<file path="src/rtl/vir_pkg.sv">
package vir_pkg;

    typedef enum logic {
        ACK_IDLE = 1'b0,
        ACK_HOLD = 1'b1
    } ack_phase_e;

    // Source code for index idx; idx == n_dma is the raster source.
    function automatic int code_for(input int n_dma, input int idx);
        if (idx >= n_dma)
            return 2 * n_dma;
        return 2 * (n_dma - 1 - idx);
    endfunction

endpackage

</file>
<file path="src/rtl/vir_ack_detect.sv">
module vir_ack_detect (
    input  logic clk,
    input  logic rst,
    input  logic m1_n,
    input  logic iorq_n,
    output logic ack_start,
    output logic ack_active
);
    import vir_pkg::*;

    ack_phase_e phase_q;
    logic       strobe;

    assign strobe     = ~m1_n & ~iorq_n;
    assign ack_start  = (phase_q == ACK_IDLE) && strobe;
    assign ack_active = (phase_q == ACK_HOLD) && strobe;

    always_ff @(posedge clk) begin
        if (rst) begin
            phase_q <= ACK_IDLE;
        end else begin
            case (phase_q)
                ACK_IDLE: if (strobe)  phase_q <= ACK_HOLD;
                ACK_HOLD: if (!strobe) phase_q <= ACK_IDLE;
                default:               phase_q <= ACK_IDLE;
            endcase
        end
    end

    // a held strobe never yields a second start
    p_single_start_r4: assert property (@(posedge clk) disable iff (rst)
        ack_start |=> !ack_start);

endmodule

</file>
<file path="src/rtl/vir_prio_sel.sv">
module vir_prio_sel #(
    parameter int NSRC = 4,
    localparam int IW = (NSRC > 1) ? $clog2(NSRC) : 1
) (
    input  logic [NSRC-1:0] live,
    output logic            hit,
    output logic [IW-1:0]   idx
);
    // Higher index wins; index 0 is the default when nothing is live.
    always_comb begin
        idx = '0;
        for (int i = 0; i < NSRC; i++) begin
            if (live[i]) idx = IW'(i);
        end
        hit = |live;
    end

endmodule

</file>
<file path="src/rtl/vir_flags.sv">
module vir_flags #(
    parameter int N_DMA = 3,
    localparam int NSRC   = N_DMA + 1,
    localparam int IW     = $clog2(NSRC),
    localparam int STAT_W = 2 * N_DMA + 2
) (
    input  logic              clk,
    input  logic              rst,
    input  logic              raster_req,
    input  logic [N_DMA-1:0]  dma_req,
    input  logic              stat_wr,
    input  logic [STAT_W-1:0] stat_wdata,
    input  logic              ack_start,
    input  logic              sel_hit,
    input  logic [IW-1:0]     sel_idx,
    output logic [NSRC-1:0]   pend,
    output logic [NSRC-1:0]   en,
    output logic              log_q
);
    localparam int RASTER = N_DMA;

    logic raster_take;
    assign raster_take = ack_start && sel_hit && (sel_idx == IW'(RASTER));

    for (genvar k = 0; k < N_DMA; k++) begin : g_dma
        always_ff @(posedge clk) begin
            if (rst)
                pend[k] <= 1'b0;
            else if (dma_req[k])
                pend[k] <= 1'b1;
            else if (stat_wr && stat_wdata[k])
                pend[k] <= 1'b0;
        end

        // an acknowledge leaves a DMA flag standing
        p_dma_kept_r9: assert property (@(posedge clk) disable iff (rst)
            ack_start && pend[k] && !(stat_wr && stat_wdata[k]) |=> pend[k]);
        // a request beats a same-cycle clear
        p_set_wins_r11: assert property (@(posedge clk) disable iff (rst)
            dma_req[k] |=> pend[k]);
    end

    always_ff @(posedge clk) begin
        if (rst)
            pend[RASTER] <= 1'b0;
        else if (raster_req)
            pend[RASTER] <= 1'b1;
        else if (raster_take)
            pend[RASTER] <= 1'b0;
    end

    always_ff @(posedge clk) begin
        if (rst)
            log_q <= 1'b0;
        else if (raster_take)
            log_q <= 1'b1;
        else if (stat_wr && stat_wdata[N_DMA])
            log_q <= 1'b0;
    end

    always_ff @(posedge clk) begin
        if (rst)
            en <= '0;
        else if (stat_wr)
            en <= stat_wdata[STAT_W-1 -: NSRC];
    end

    // a raster acknowledge clears the flag and logs the service
    p_raster_autoclear_r7: assert property (@(posedge clk) disable iff (rst)
        raster_take && !raster_req |=> !pend[RASTER] && log_q);

endmodule

</file>
<file path="src/rtl/vir_vector_out.sv">
module vir_vector_out #(
    parameter int N_DMA = 3,
    parameter int VEC_W = 8,
    localparam int NSRC   = N_DMA + 1,
    localparam int IW     = $clog2(NSRC),
    localparam int CODE_W = $clog2(2 * N_DMA + 1),
    localparam int BASE_W = VEC_W - CODE_W
) (
    input  logic             clk,
    input  logic             rst,
    input  logic             base_wr,
    input  logic [VEC_W-1:0] base_wdata,
    input  logic             ack_start,
    input  logic             ack_active,
    input  logic [IW-1:0]    sel_idx,
    output logic [VEC_W-1:0] dout,
    output logic             dout_oe
);
    import vir_pkg::*;

    logic [BASE_W-1:0] base_q;
    logic [VEC_W-1:0]  vec_q;
    logic [CODE_W-1:0] code_w;

    assign code_w = CODE_W'(code_for(N_DMA, int'(sel_idx)));

    always_ff @(posedge clk) begin
        if (rst)
            base_q <= '0;
        else if (base_wr)
            base_q <= base_wdata[VEC_W-1 -: BASE_W];
    end

    always_ff @(posedge clk) begin
        if (rst)
            vec_q <= '0;
        else if (ack_start)
            vec_q <= {base_q, code_w};
    end

    assign dout    = ack_active ? vec_q : '0;
    assign dout_oe = ack_active;

    // the lowest vector bit is never driven high
    p_bit0_zero_r6: assert property (@(posedge clk) disable iff (rst)
        dout_oe |-> !dout[0]);
    // the vector holds for the whole strobe
    p_vec_stable_r10: assert property (@(posedge clk) disable iff (rst)
        dout_oe && $past(dout_oe) |-> $stable(dout));

endmodule

</file>
<file path="src/rtl/vec_irq_responder.sv">
module vec_irq_responder #(
    parameter int N_DMA = 3,
    parameter int VEC_W = 8,
    localparam int NSRC   = N_DMA + 1,
    localparam int IW     = $clog2(NSRC),
    localparam int STAT_W = 2 * N_DMA + 2,
    localparam int CODE_W = $clog2(2 * N_DMA + 1)
) (
    input  logic              clk,
    input  logic              rst,
    input  logic              raster_req,
    input  logic [N_DMA-1:0]  dma_req,
    input  logic              m1_n,
    input  logic              iorq_n,
    output logic [VEC_W-1:0]  dout,
    output logic              dout_oe,
    input  logic              stat_wr,
    input  logic [STAT_W-1:0] stat_wdata,
    output logic [STAT_W-1:0] stat_rdata,
    input  logic              base_wr,
    input  logic [VEC_W-1:0]  base_wdata,
    output logic              int_n
);
    import vir_pkg::*;

    localparam logic [CODE_W-1:0] DEF_CODE = CODE_W'(code_for(N_DMA, 0));

    logic            ack_start, ack_active;
    logic [NSRC-1:0] pend, en, live;
    logic            log_q, sel_hit;
    logic [IW-1:0]   sel_idx;

    vir_ack_detect u_ack (
        .clk        (clk),
        .rst        (rst),
        .m1_n       (m1_n),
        .iorq_n     (iorq_n),
        .ack_start  (ack_start),
        .ack_active (ack_active)
    );

    vir_flags #(.N_DMA(N_DMA)) u_flags (
        .clk        (clk),
        .rst        (rst),
        .raster_req (raster_req),
        .dma_req    (dma_req),
        .stat_wr    (stat_wr),
        .stat_wdata (stat_wdata),
        .ack_start  (ack_start),
        .sel_hit    (sel_hit),
        .sel_idx    (sel_idx),
        .pend       (pend),
        .en         (en),
        .log_q      (log_q)
    );

    assign live = pend & en;

    vir_prio_sel #(.NSRC(NSRC)) u_prio (
        .live (live),
        .hit  (sel_hit),
        .idx  (sel_idx)
    );

    vir_vector_out #(.N_DMA(N_DMA), .VEC_W(VEC_W)) u_vec (
        .clk        (clk),
        .rst        (rst),
        .base_wr    (base_wr),
        .base_wdata (base_wdata),
        .ack_start  (ack_start),
        .ack_active (ack_active),
        .sel_idx    (sel_idx),
        .dout       (dout),
        .dout_oe    (dout_oe)
    );

    assign stat_rdata = {en, log_q, pend[N_DMA-1:0]};
    assign int_n      = ~|live;

    // the chosen source is live and nothing above it is
    p_prio_r5: assert property (@(posedge clk) disable iff (rst)
        sel_hit |-> live[sel_idx] && (((live >> sel_idx) >> 1) == '0));
    // an empty acknowledge falls back to the DMA 0 code
    p_default_r8: assert property (@(posedge clk) disable iff (rst)
        ack_start && !sel_hit |=> !dout_oe || (dout[CODE_W-1:0] == DEF_CODE));

endmodule

</file>
<file path="config.mk">
export PLATFORM = sky130hd
export DESIGN_NAME = vec_irq_responder
export DESIGN_NICKNAME = d
export VERILOG_FILES = /design/src/rtl/vir_pkg.sv /design/src/rtl/vir_ack_detect.sv /design/src/rtl/vir_prio_sel.sv /design/src/rtl/vir_flags.sv /design/src/rtl/vir_vector_out.sv /design/src/rtl/vec_irq_responder.sv
export SDC_FILE = /design/constraint.sdc
export NUM_CORES = 1
export LEC_CHECK = 0
export ABC_AREA = 1
export BUFFER_PORTS_ARGS = -buffer_cell sky130_fd_sc_hd__buf_2
export CORE_AREA = 5 5 52 54
export CTS_CLUSTER_SIZE = 10
export DETAILED_ROUTE_END_ITERATION = 8
export DIE_AREA = 0 0 57 59
export PLACE_DENSITY = 0.81
export SETUP_SLACK_MARGIN = 0.05
export SLEW_MARGIN = 20
export SYNTH_ARGS = -nofsm -noshare
export SYNTH_HDL_FRONTEND = slang
export SYNTH_SLANG_ARGS = --single-unit
</file>
<file path="constraint.sdc">
create_clock -name clk -period 1.2 [get_ports clk]
set_clock_uncertainty 0.2 [all_clocks]
set_input_delay 0.12 -clock clk [delete_from_list [all_inputs] [get_ports clk]]
set_output_delay 0.12 -clock clk [all_outputs]
set_load 0.005 [all_outputs]
</file>
==> impl_metrics.json, run 1 <==
{
  "pwr-share-comb": 0.229,
  "fin_total_pwr_mw": 1.50,
  "ys_top_cells_by_area": "dfxtp_1 48%, nor2_1 16%, o21ai_0 7.1%",
  "p_int_mw": 1.08,
  "post-route-period-util": 1.18,
  "hold_violations": 4,
  "cp_slowest_stage_delay_ns": 0.35,
  "cts_hold_buf": 21,
  "crit_fanout": 2,
  "clock-sinks": 22,
  "slowest_stage": "dfxtp_2",
  "cp.required_ns": 0.88,
  "crit_chain": "nand2_2 > nand3_2 > a21oi_2 > buf_2",
  "io_buffer_count": 39,
  "grt_pass1_wl_um": 4410,
  "crit_arrival_ns": 1.10,
  "p_seq_frac": 0.546,
  "async_flop_share": 0,
  "maxSlewViolCount": 0,
  "clock_power_share": 0.225,
  "multi_input_area_um2": 440,
  "gp_congestion": 0.780,
  "clock_path_buffers": 2,
  "die-area_mm2": 0.00336,
  "regArea_um2": 454,
  "drc": 0,
  "synthesis.nets": 153,
  "fin_crit_ns": 1.42,
  "ir_drop_mv": 0.978,
  "synth_cells": 127,
  "drive_above_1_share": 0.451,
  "drt_iter0_drc": 21,
  "syn_to_final_growth_pct": 68.6,
  "outcome": "complete, but fails checks",
  "synth_top_family_by_area": "simple AND/OR/NAND/NOR gates",
  "switching_share": 0.278,
  "fin_setup_tns_ns": -1.64,
  "clk-insertion-delay-late_ns": 0.31,
  "grt_pass1_vias": 1006,
  "nFillCells": 156,
  "synth_top_area_cell": "dfxtp_1",
  "synthMuxAreaShare": 0,
  "violations": "negative hold slack, negative setup slack",
  "crit_buf_inv": 1,
  "synth-seq-area-share": 0.479,
  "synth-main-ff-cell": "dfxtp_1",
  "gr-total-overflow": 0,
  "core_mm2": 0.00217,
  "synth-edff-count": 0,
  "start_kind": "flip-flop",
  "dp_cells": 187,
  "crit_type": "flip-flop to primary output",
  "cts_tree": "built",
  "dp_hpwl_um": 1570,
  "hold_path_depth": 4,
  "initial_core_util": 0.424,
  "hold_class": "input port to flip-flop",
  "yosys.area_share.simple": 0.269,
  "grt_usage": 0.170,
  "endpoint_kind": "primary output",
  "grt_start_max_net_pins": 17,
  "p_sw_uw": 418,
  "r2r_cells": 5,
  "whs_ns": -0.0165,
  "rsz0062_at_grt": "true",
  "synth-seq-cells": 22,
  "final_cell_count_no_fill": 221,
  "critical-path-top-delay-family": "flip-flops",
  "numCtsBuffers": 3,
  "worst-path-stages": 4,
  "rows": 17,
  "antenna_found_initial": 0,
  "wl_um": 3280,
  "synth_most_common_cell": "nor2_1",
  "synthTopCellsByCount": "40 x nor2_1, 22 x dfxtp_1, 13 x nand2_1, 13 x o21ai_0, 12 x inv_1",
  "synth_compound_area_frac": 0.124,
  "pin_count": 44,
  "num_vias": 1098,
  "p_leak_nw": 0.739,
  "routedWlPerCell_um": 14.8,
  "die_h_um": 59,
  "fin_ws_ns": -0.217,
  "max_freq_mhz": 706,
  "synth_fa_ha_area_frac": 0,
  "finalSetupViolCount": 10,
  "h-tree-depth": 1,
  "dr.pass1.iters": 4,
  "yosys_warnings": 0,
  "antennaDiodeCount": 0,
  "r2r_slack_ns": 0.04,
  "path_clk_slew_ns": 0.11,
  "vias_per_cell": 4.97,
  "root_buffer": "clkbuf_4",
  "synth_top_area_share": 0.479,
  "finalNetCount": 221,
  "syn_area_um2": 920,
  "power_density_mw_per_mm2": 969,
  "drv_cap": 0,
  "synth-xor-area-share": 0,
  "ys_types": 15,
  "synth_area_per_cell_um2": 7.24,
  "die_x_um": 57,
  "drtAntennaViolNets": 0
}
path summary, 6_finish.rpt:
kind                                 startpoint        endpoint
worst min-delay path                        rst   u_flags.en[2]
worst min register to register    u_flags.log_q   u_flags.log_q
worst max-delay path            u_flags.pend[2]           int_n
worst max register to register    u_ack.phase_q  u_vec.vec_q[3]
tightest hold or removal path, delay by kind of cell:
kind,cells,cell delay (ns)
AO/OA/AOI/OAI,1,0.08
buffers and inverters,2,0.22
AND/OR/NAND/NOR,1,0.04
area by class of cell:
cell class	instances	share of cell area
inverters	16	0.0452
repair buffers	69	0.341
clock buffers	3	0.0145
flip-flops and latches	22	0.293
well taps	28	0.0226
multi-input cells	83	0.284
timing repair:
item / 4_1_cts / 5_1_grt
gates cloned: 0 / 1
gates resized for setup: 22 / 35
buffers inserted: 6 / 7
pin swaps: 3 / 8
setup endpoints to repair: 11 / 26
endpoints found under the hold margin: 15 / 1
flip-flops by register name, indices dropped and copies added (netlist names):
name / flops
u_vec.base_q: 5
u_flags.pend: 4
u_flags.en: 4
u_vec.vec_q: 7
u_ack.phase_q: 1
u_flags.log_q: 1
placed cells by master, fill, tap and decap left out, drive strengths merged:
master         n
dlygate4sd3   20
o21ai         14
a21oi          8
buf           48
clkbuf         3
dfxtp         22
nand3          3
nand2         15
nor2          42
conb           1
inv           16
dlymetal6s4s   1
kinds of logic (layout without fill, tap and decap cells):
family                 count (synthesis)  in the layout
AND/OR/NAND/NOR                       59             60
buffers and inverters                 23             88
AO/OA/AOI/OAI                         22             22
flip-flops                            22             22
other                                  1              1
power groups by stage:
stage | clock, mW | combinational [mW] | sequential (mW)
after detailed placement | 0 | 0.181 | 0.822
after floorplan | 0 | 0.118 | 0.816
after CTS | 0.328 | 0.277 | 0.810
after global routing | 0.362 | 0.376 | 0.824
after global placement | 0 | 0.175 | 0.819
final | 0.338 | 0.344 | 0.819
per-layer routing:
metal	GRT usage	wire, µm
met5	0	0
met4	0.0927	184
met3	0.0414	188
met2	0.325	1740
met1	0.167	1170
stage by stage:
stage               worst slack (ns)  utilization  instance area [µm²]
finish                        -0.217        0.715                 1550
detailed placement            0.0446        0.505                 1100
global route                  -0.272        0.715                 1550
global placement              0.0826        0.505                 1100
CTS                           -0.191        0.664                 1440
floorplan                      0.189            -                  920
Power figures use the tool's default switching activity.
==> inputs of run 2 (changes only) <==
--- a/config.mk
+++ b/config.mk
@@ -7,10 +7,10 @@
 export LEC_CHECK = 0
 export ABC_AREA = 1
 export BUFFER_PORTS_ARGS = -buffer_cell sky130_fd_sc_hd__buf_2
-export CORE_AREA = 5 5 52 54
+export CORE_AREA = 5 5 47 60
 export CTS_CLUSTER_SIZE = 10
 export DETAILED_ROUTE_END_ITERATION = 8
-export DIE_AREA = 0 0 57 59
+export DIE_AREA = 0 0 52 65
 export PLACE_DENSITY = 0.81
 export SETUP_SLACK_MARGIN = 0.05
 export SLEW_MARGIN = 20
==> run 2 against run 1 <==
Net effect: routed wire length fell by 8.7%; total power rose by 16%; critical path depth did not move; die area rose by 0.51%; register-to-register slack improved by 0.04 ns; first-iteration DRC count rose by 43%; utilization fell by 2.4 points; final cell count rose by 3.2%; flip-flop and latch count did not move; largest power group unchanged; count of clock-buffer cells in the layout did not move; worst hold slack got worse by 0.052 ns; the run still ends with negative hold slack, negative setup slack left.
==> impl_metrics.json, run 2 (synthesis gave the netlist of run 1 again) <==
{
  "h-tree-depth": 1,
  "maxSlewViolCount": 0,
  "final_cell_mix": "38 x nor2_1, 32 x buf_2, 21 x dlygate4sd3_1",
  "drtAntennaViolNets": 0,
  "post-route-period-util": 1.20,
  "fin_ws_ns": -0.246,
  "crit_start": "u_flags.en[2]",
  "die_h_um": 65,
  "numCtsBuffers": 3,
  "drt_iter0_drc": 30,
  "hold_class": "input port to flip-flop",
  "gp_congestion": 0.763,
  "multi_input_area_um2": 412,
  "p_int_mw": 1.30,
  "nFillCells": 167,
  "drive_above_1_share": 0.421,
  "worstHoldStart": "rst",
  "core_mm2": 0.00228,
  "regArea_um2": 455,
  "violations": "negative hold slack, negative setup slack",
  "crit_fanout": 2,
  "mostFrequentLayoutCell": "nor2_1",
  "drc": 0,
  "io_buffer_count": 39,
  "fin_util": 0.690,
  "cts_hold_buf": 21,
  "largest_reg_flops": 7,
  "root_buffer": "clkbuf_4",
  "die_x_um": 52,
  "pin_count": 44,
  "antenna_found_initial": 0,
  "num_vias": 1040,
  "hold_violations": 14,
  "power_density_mw_per_mm2": 1100,
  "outcome": "complete, but fails checks",
  "rows": 20,
  "p_seq_frac": 0.470,
  "drv_cap": 0,
  "dr.pass1.iters": 4,
  "rsz0062_at_grt": "true",
  "grt_pass1_wl_um": 4220,
  "crit_type": "flip-flop to primary output",
  "endpoint_kind": "primary output",
  "fin_setup_tns_ns": -1.83,
  "pwr-share-comb": 0.192,
  "cp.required_ns": 0.88,
  "vias_per_cell": 4.56,
  "finalSetupViolCount": 13,
  "clk-insertion-delay-late_ns": 0.33,
  "gr-total-overflow": 0,
  "antennaDiodeCount": 0,
  "dp_hpwl_um": 1570,
  "p_sw_uw": 433,
  "start_kind": "flip-flop",
  "switching_share": 0.249,
  "max_freq_mhz": 692,
  "die-area_mm2": 0.00338,
  "crit_arrival_ns": 1.13,
  "clock_power_share": 0.339,
  "clock_path_buffers": 2,
  "p_leak_nw": 0.753,
  "syn_to_final_growth_pct": 70.9,
  "reg2reg_from": "u_ack.phase_q",
  "grt_start_max_net_pins": 17,
  "finalNetCount": 222,
  "initial_core_util": 0.404,
  "fin_crit_ns": 1.45,
  "whs_ns": -0.0689,
  "clock-sinks": 22,
  "grt_usage": 0.169,
  "ir_drop_mv": 0.823,
  "largest-register": "u_vec.vec_q",
  "top_regs": "u_vec.vec_q x7, u_vec.base_q x5",
  "routedWlPerCell_um": 13.1,
  "cts_tree": "built",
  "path_clk_slew_ns": 0.12,
  "wl_um": 2990,
  "grt_pass1_vias": 1025
}
## run 2: metal layers
metal	track usage	vias up	part of all wire
li1	-	519	-
met1	0.171	458	0.35
met2	0.307	50	0.54
met3	0.0322	13	0.072
met4	0.102	0	0.037
met5	0	-	0
## run 2: path summary, 6_finish.rpt
path	to	slack [ns]	cells after the start
min reg2reg	u_flags.log_q	0.27	2
max reg2reg	u_vec.vec_q[1]	0.08	5
min	u_flags.en[2]	-0.07	4
max	int_n	-0.25	4
## run 2: area by class of cell
cell class | count | share of cell area
clock buffer | 3 | 0.0143
sequential | 22 | 0.290
tap | 33 | 0.0263
timing repair buffer | 71 | 0.346
clock inverter | 1 | 0.0191
inverter | 16 | 0.0430
multi-input combinational | 82 | 0.262
## run 2: repair_timing
item,in CTS,in global routing
hold endpoints to repair,15,6
endpoints found under the setup margin,12,24
buffers inserted,6,4
gates resized for setup,23,20
pin swaps,4,5
## run 2: worst max-delay path: stages (launching register included)
cell and delay, ns:
dfxtp_2 0.36, nand2_2 0.09, nand3_2 0.10, a21oi_2 0.13, buf_2 0.13
## run 2: power groups by stage
stage	Sequential, mW	Combinational [mW]	Clock (mW)
after floorplan	0.816	0.118	0
after global placement	0.819	0.181	0
after detailed placement	0.821	0.188	0
after CTS	0.811	0.284	0.561
after global routing	0.819	0.363	0.619
final	0.815	0.333	0.588
## run 2: per-stage QoR
stage	std cells	hold WS, ns	setup slack (ns)	power, mW	instance area [µm²]
CTS	225	-0.0612	-0.190	1.66	1490
global route	228	-0.0391	-0.292	1.80	1570
detailed placement	194	0.139	0.0932	1.01	1120
floorplan	127	-0.0109	0.189	0.934	920
finish	228	-0.0689	-0.246	1.74	1570
global placement	194	0.125	0.109	1.00	1120
==> inputs of run 3 (changes only) <==
--- a/config.mk
+++ b/config.mk
@@ -5,13 +5,12 @@
 export SDC_FILE = /design/constraint.sdc
 export NUM_CORES = 1
 export LEC_CHECK = 0
-export ABC_AREA = 1
 export BUFFER_PORTS_ARGS = -buffer_cell sky130_fd_sc_hd__buf_2
-export CORE_AREA = 5 5 47 60
+export CORE_AREA = 5 5 47 59
 export CTS_CLUSTER_SIZE = 10
 export DETAILED_ROUTE_END_ITERATION = 8
-export DIE_AREA = 0 0 52 65
-export PLACE_DENSITY = 0.81
+export DIE_AREA = 0 0 52 64
+export PLACE_DENSITY = 0.82
 export SETUP_SLACK_MARGIN = 0.05
 export SLEW_MARGIN = 20
 export SYNTH_ARGS = -nofsm -noshare
==> run 3 against run 2 <==
Net effect: flip-flop and latch count unchanged; sequential power decreased by 2%; the flow still finishes with violations (negative hold slack, negative setup slack); design area is 0.56% higher; register-to-register slack worse by 0.14 ns; final cell count down 11%; via count shrank 6.7%; die area fell by 1.5%; highest routed layer unchanged; first-iteration DRC count down 70%; synthesized area decreased by 0.82%; global-route usage increased by 0.48 points; synthesized cell count down 18%; non-clock buffer count increased by 4.
==> impl_metrics.json, run 3 <==
{
  "start_kind": "flip-flop",
  "top_regs": "u_vec.vec_q x7, u_vec.base_q x5",
  "wl_um": 2700,
  "gp_congestion": 0.759,
  "final_cell_mix": "30 x buf_2, 22 x dlygate4sd3_1, 15 x nor2_1",
  "pin_count": 44,
  "syn_area_um2": 912,
  "io_buffer_count": 39,
  "async_flop_share": 0,
  "p_seq_frac": 0.531,
  "finalNetCount": 199,
  "p_sw_uw": 368,
  "vias_per_cell": 4.78,
  "grt_use_met2": 0.329,
  "crit_fanout": 2,
  "hold_class": "input port to flip-flop",
  "max_freq_mhz": 734,
  "antennaDiodeCount": 0,
  "nFillCells": 144,
  "antenna_found_initial": 0,
  "synth_top_area_cell": "dfxtp_1",
  "finalSetupViolCount": 21,
  "routedWlPerCell_um": 13.3,
  "synth_cells": 104,
  "dp_hpwl_um": 1550,
  "endpoint": "int_n",
  "syn_to_final_growth_pct": 73.3,
  "drtAntennaViolNets": 0,
  "synth-main-ff-cell": "dfxtp_1",
  "synth_top_area_share": 0.483,
  "rsz0062_at_grt": "true",
  "fin_ws_ns": -0.163,
  "switching_share": 0.244,
  "synthesis.nets": 130,
  "cts_tree": "built",
  "largest_reg_flops": 7,
  "grt_start_max_net_pins": 20,
  "clk-insertion-delay-late_ns": 0.31,
  "mostFrequentLayoutCell": "buf_2",
  "use_met3": 0.0419,
  "reg2reg_from": "u_ack.phase_q",
  "busiest_layer": "met2",
  "grt_usage": 0.174,
  "die_h_um": 64,
  "core_mm2": 0.00216,
  "hold_violations": 15,
  "maxSlewViolCount": 0,
  "fin_util": 0.730,
  "die-area_mm2": 0.00333,
  "p_leak_nw": 0.753,
  "ir_drop_mv": 0.963,
  "path_clk_slew_ns": 0.12,
  "post-route-period-util": 1.14,
  "outcome": "complete, but fails checks",
  "crit_arrival_ns": 1.04,
  "synthTopCellsByCount": "22 x dfxtp_1, 17 x nand2_1, 16 x nor2_1, 9 x a21oi_1, 9 x mux2i_1",
  "r2r_end": "u_vec.vec_q[5]",
  "fin_crit_ns": 1.36,
  "p_int_mw": 1.14,
  "grt_pass1_vias": 1027,
  "crit_type": "flip-flop to primary output",
  "root_buffer": "clkbuf_4",
  "ys_top_cells_by_area": "dfxtp_1 48%, mux2i_1 9.9%, nand2_1 7.0%",
  "power_density_mw_per_mm2": 952,
  "whs_ns": -0.0630,
  "dr.pass1.iters": 4,
  "clock_path_buffers": 2,
  "endpoint_kind": "primary output",
  "pwr-share-comb": 0.200,
  "synth-seq-area-share": 0.483,
  "die_x_um": 52,
  "num_vias": 970,
  "initial_core_util": 0.422,
  "multi_input_area_um2": 449,
  "violations": "negative hold slack, negative setup slack",
  "grt_pass1_wl_um": 4330,
  "drc": 0,
  "cp.required_ns": 0.88,
  "numCtsBuffers": 3,
  "r2r_slack_ns": -0.06,
  "synth-seq-cells": 22,
  "rows": 19,
  "clock_power_share": 0.269,
  "clock-sinks": 22,
  "ys_types": 21,
  "drive_above_1_share": 0.471,
  "h-tree-depth": 1,
  "crit_start": "u_flags.pend[2]",
  "synth-edff-count": 0,
  "grtUsageMet1": 0.166,
  "synth_area_per_cell_um2": 8.77,
  "fin_total_pwr_mw": 1.50,
  "largest-register": "u_vec.vec_q",
  "r2r_cells": 5,
  "yosys_warnings": 0,
  "regArea_um2": 452,
  "placed_area_mm2": 0.00110,
  "drt_iter0_drc": 9,
  "synth_most_common_cell": "dfxtp_1",
  "gr-total-overflow": 0,
  "drv_cap": 0,
  "fin_area_mm2": 0.00158
}
-- run 3: cell count changes after synthesis, sizes merged, moves of 7 or more --
cell and delta:
nor2 -25, inv -15, and3 +7, mux2i +9, o21ai -14
-- run 3: stage by stage --
stage	TNS (ns)	setup WS, ns	hold slack [ns]	cells
2_1_floorplan	-0.533	-0.0911	-0.00786	104
3_3_place_gp	-0.289	-0.0490	0.122	166
3_5_place_dp	-0.378	-0.0658	0.131	166
4_1_cts	-2.08	-0.165	-0.161	200
5_1_grt	-3.11	-0.220	-0.0585	203
6_report	-1.84	-0.163	-0.0630	203
-- run 3: how the worst min path moves through the flow --
stage          cells after the start        from  slack [ns]              end
5_1_grt                            2         rst       -0.06   u_vec.vec_q[4]
6_report                           2         rst       -0.06   u_vec.vec_q[3]
3_3_place_gp                       3  dma_req[2]        0.12  u_flags.pend[2]
3_5_place_dp                       3  dma_req[2]        0.13  u_flags.pend[2]
4_1_cts                            2      iorq_n       -0.16    u_ack.phase_q
2_1_floorplan                      1         rst      -0.008   u_vec.vec_q[1]
-- run 3: cells by family after synthesis --
group	synth area share
multiplexers	0.0988
flip-flops	0.483
buffers and inverters	0.0809
AO/OA/AOI/OAI	0.0946
other	0.00411
AND/OR/NAND/NOR	0.239
-- run 3: timing repair --
| item | in CTS | in global routing |
|---|---|---|
| endpoints found under the setup margin | 19 | 28 |
| endpoints found under the hold margin | 17 | 15 |
| hold buffers | 22 | 1 |
| resized for setup | 29 | 13 |
| pin swaps | 8 | 3 |
| buffers inserted | 8 | 4 |
-- run 3: worst max-delay path, cell delays in order, from the launching register on --
cell	delay (ns)
dfxtp_2	0.34
nand2_2	0.08
nand3_2	0.09
a21oi_2	0.10
buf_2	0.12
-- run 3: routing by layer --
| metal | part of all wire | routed length, µm | up-vias |
|---|---|---|---|
| met4 | 0.022 | 60 | 0 |
| met2 | 0.54 | 1470 | 37 |
| met3 | 0.060 | 161 | 8 |
| met5 | 0 | 0 | - |
| li1 | - | - | 480 |
| met1 | 0.37 | 1010 | 445 |
-- run 3: power groups by stage --
stage	logic (mW)	registers (mW)	clock network (mW)
floorplan	0.106	0.803	0
global placement	0.159	0.807	0
detailed placement	0.167	0.810	0
CTS	0.274	0.797	0.411
global route	0.329	0.802	0.448
finish	0.300	0.799	0.405
-- run 3: layout make-up --
type	count	area share
timing repair buffer	75	0.380
sequential	22	0.286
multi-input combinational	70	0.284
tap	31	0.0245
clock buffer	4	0.0230
inverter	1	0.00238
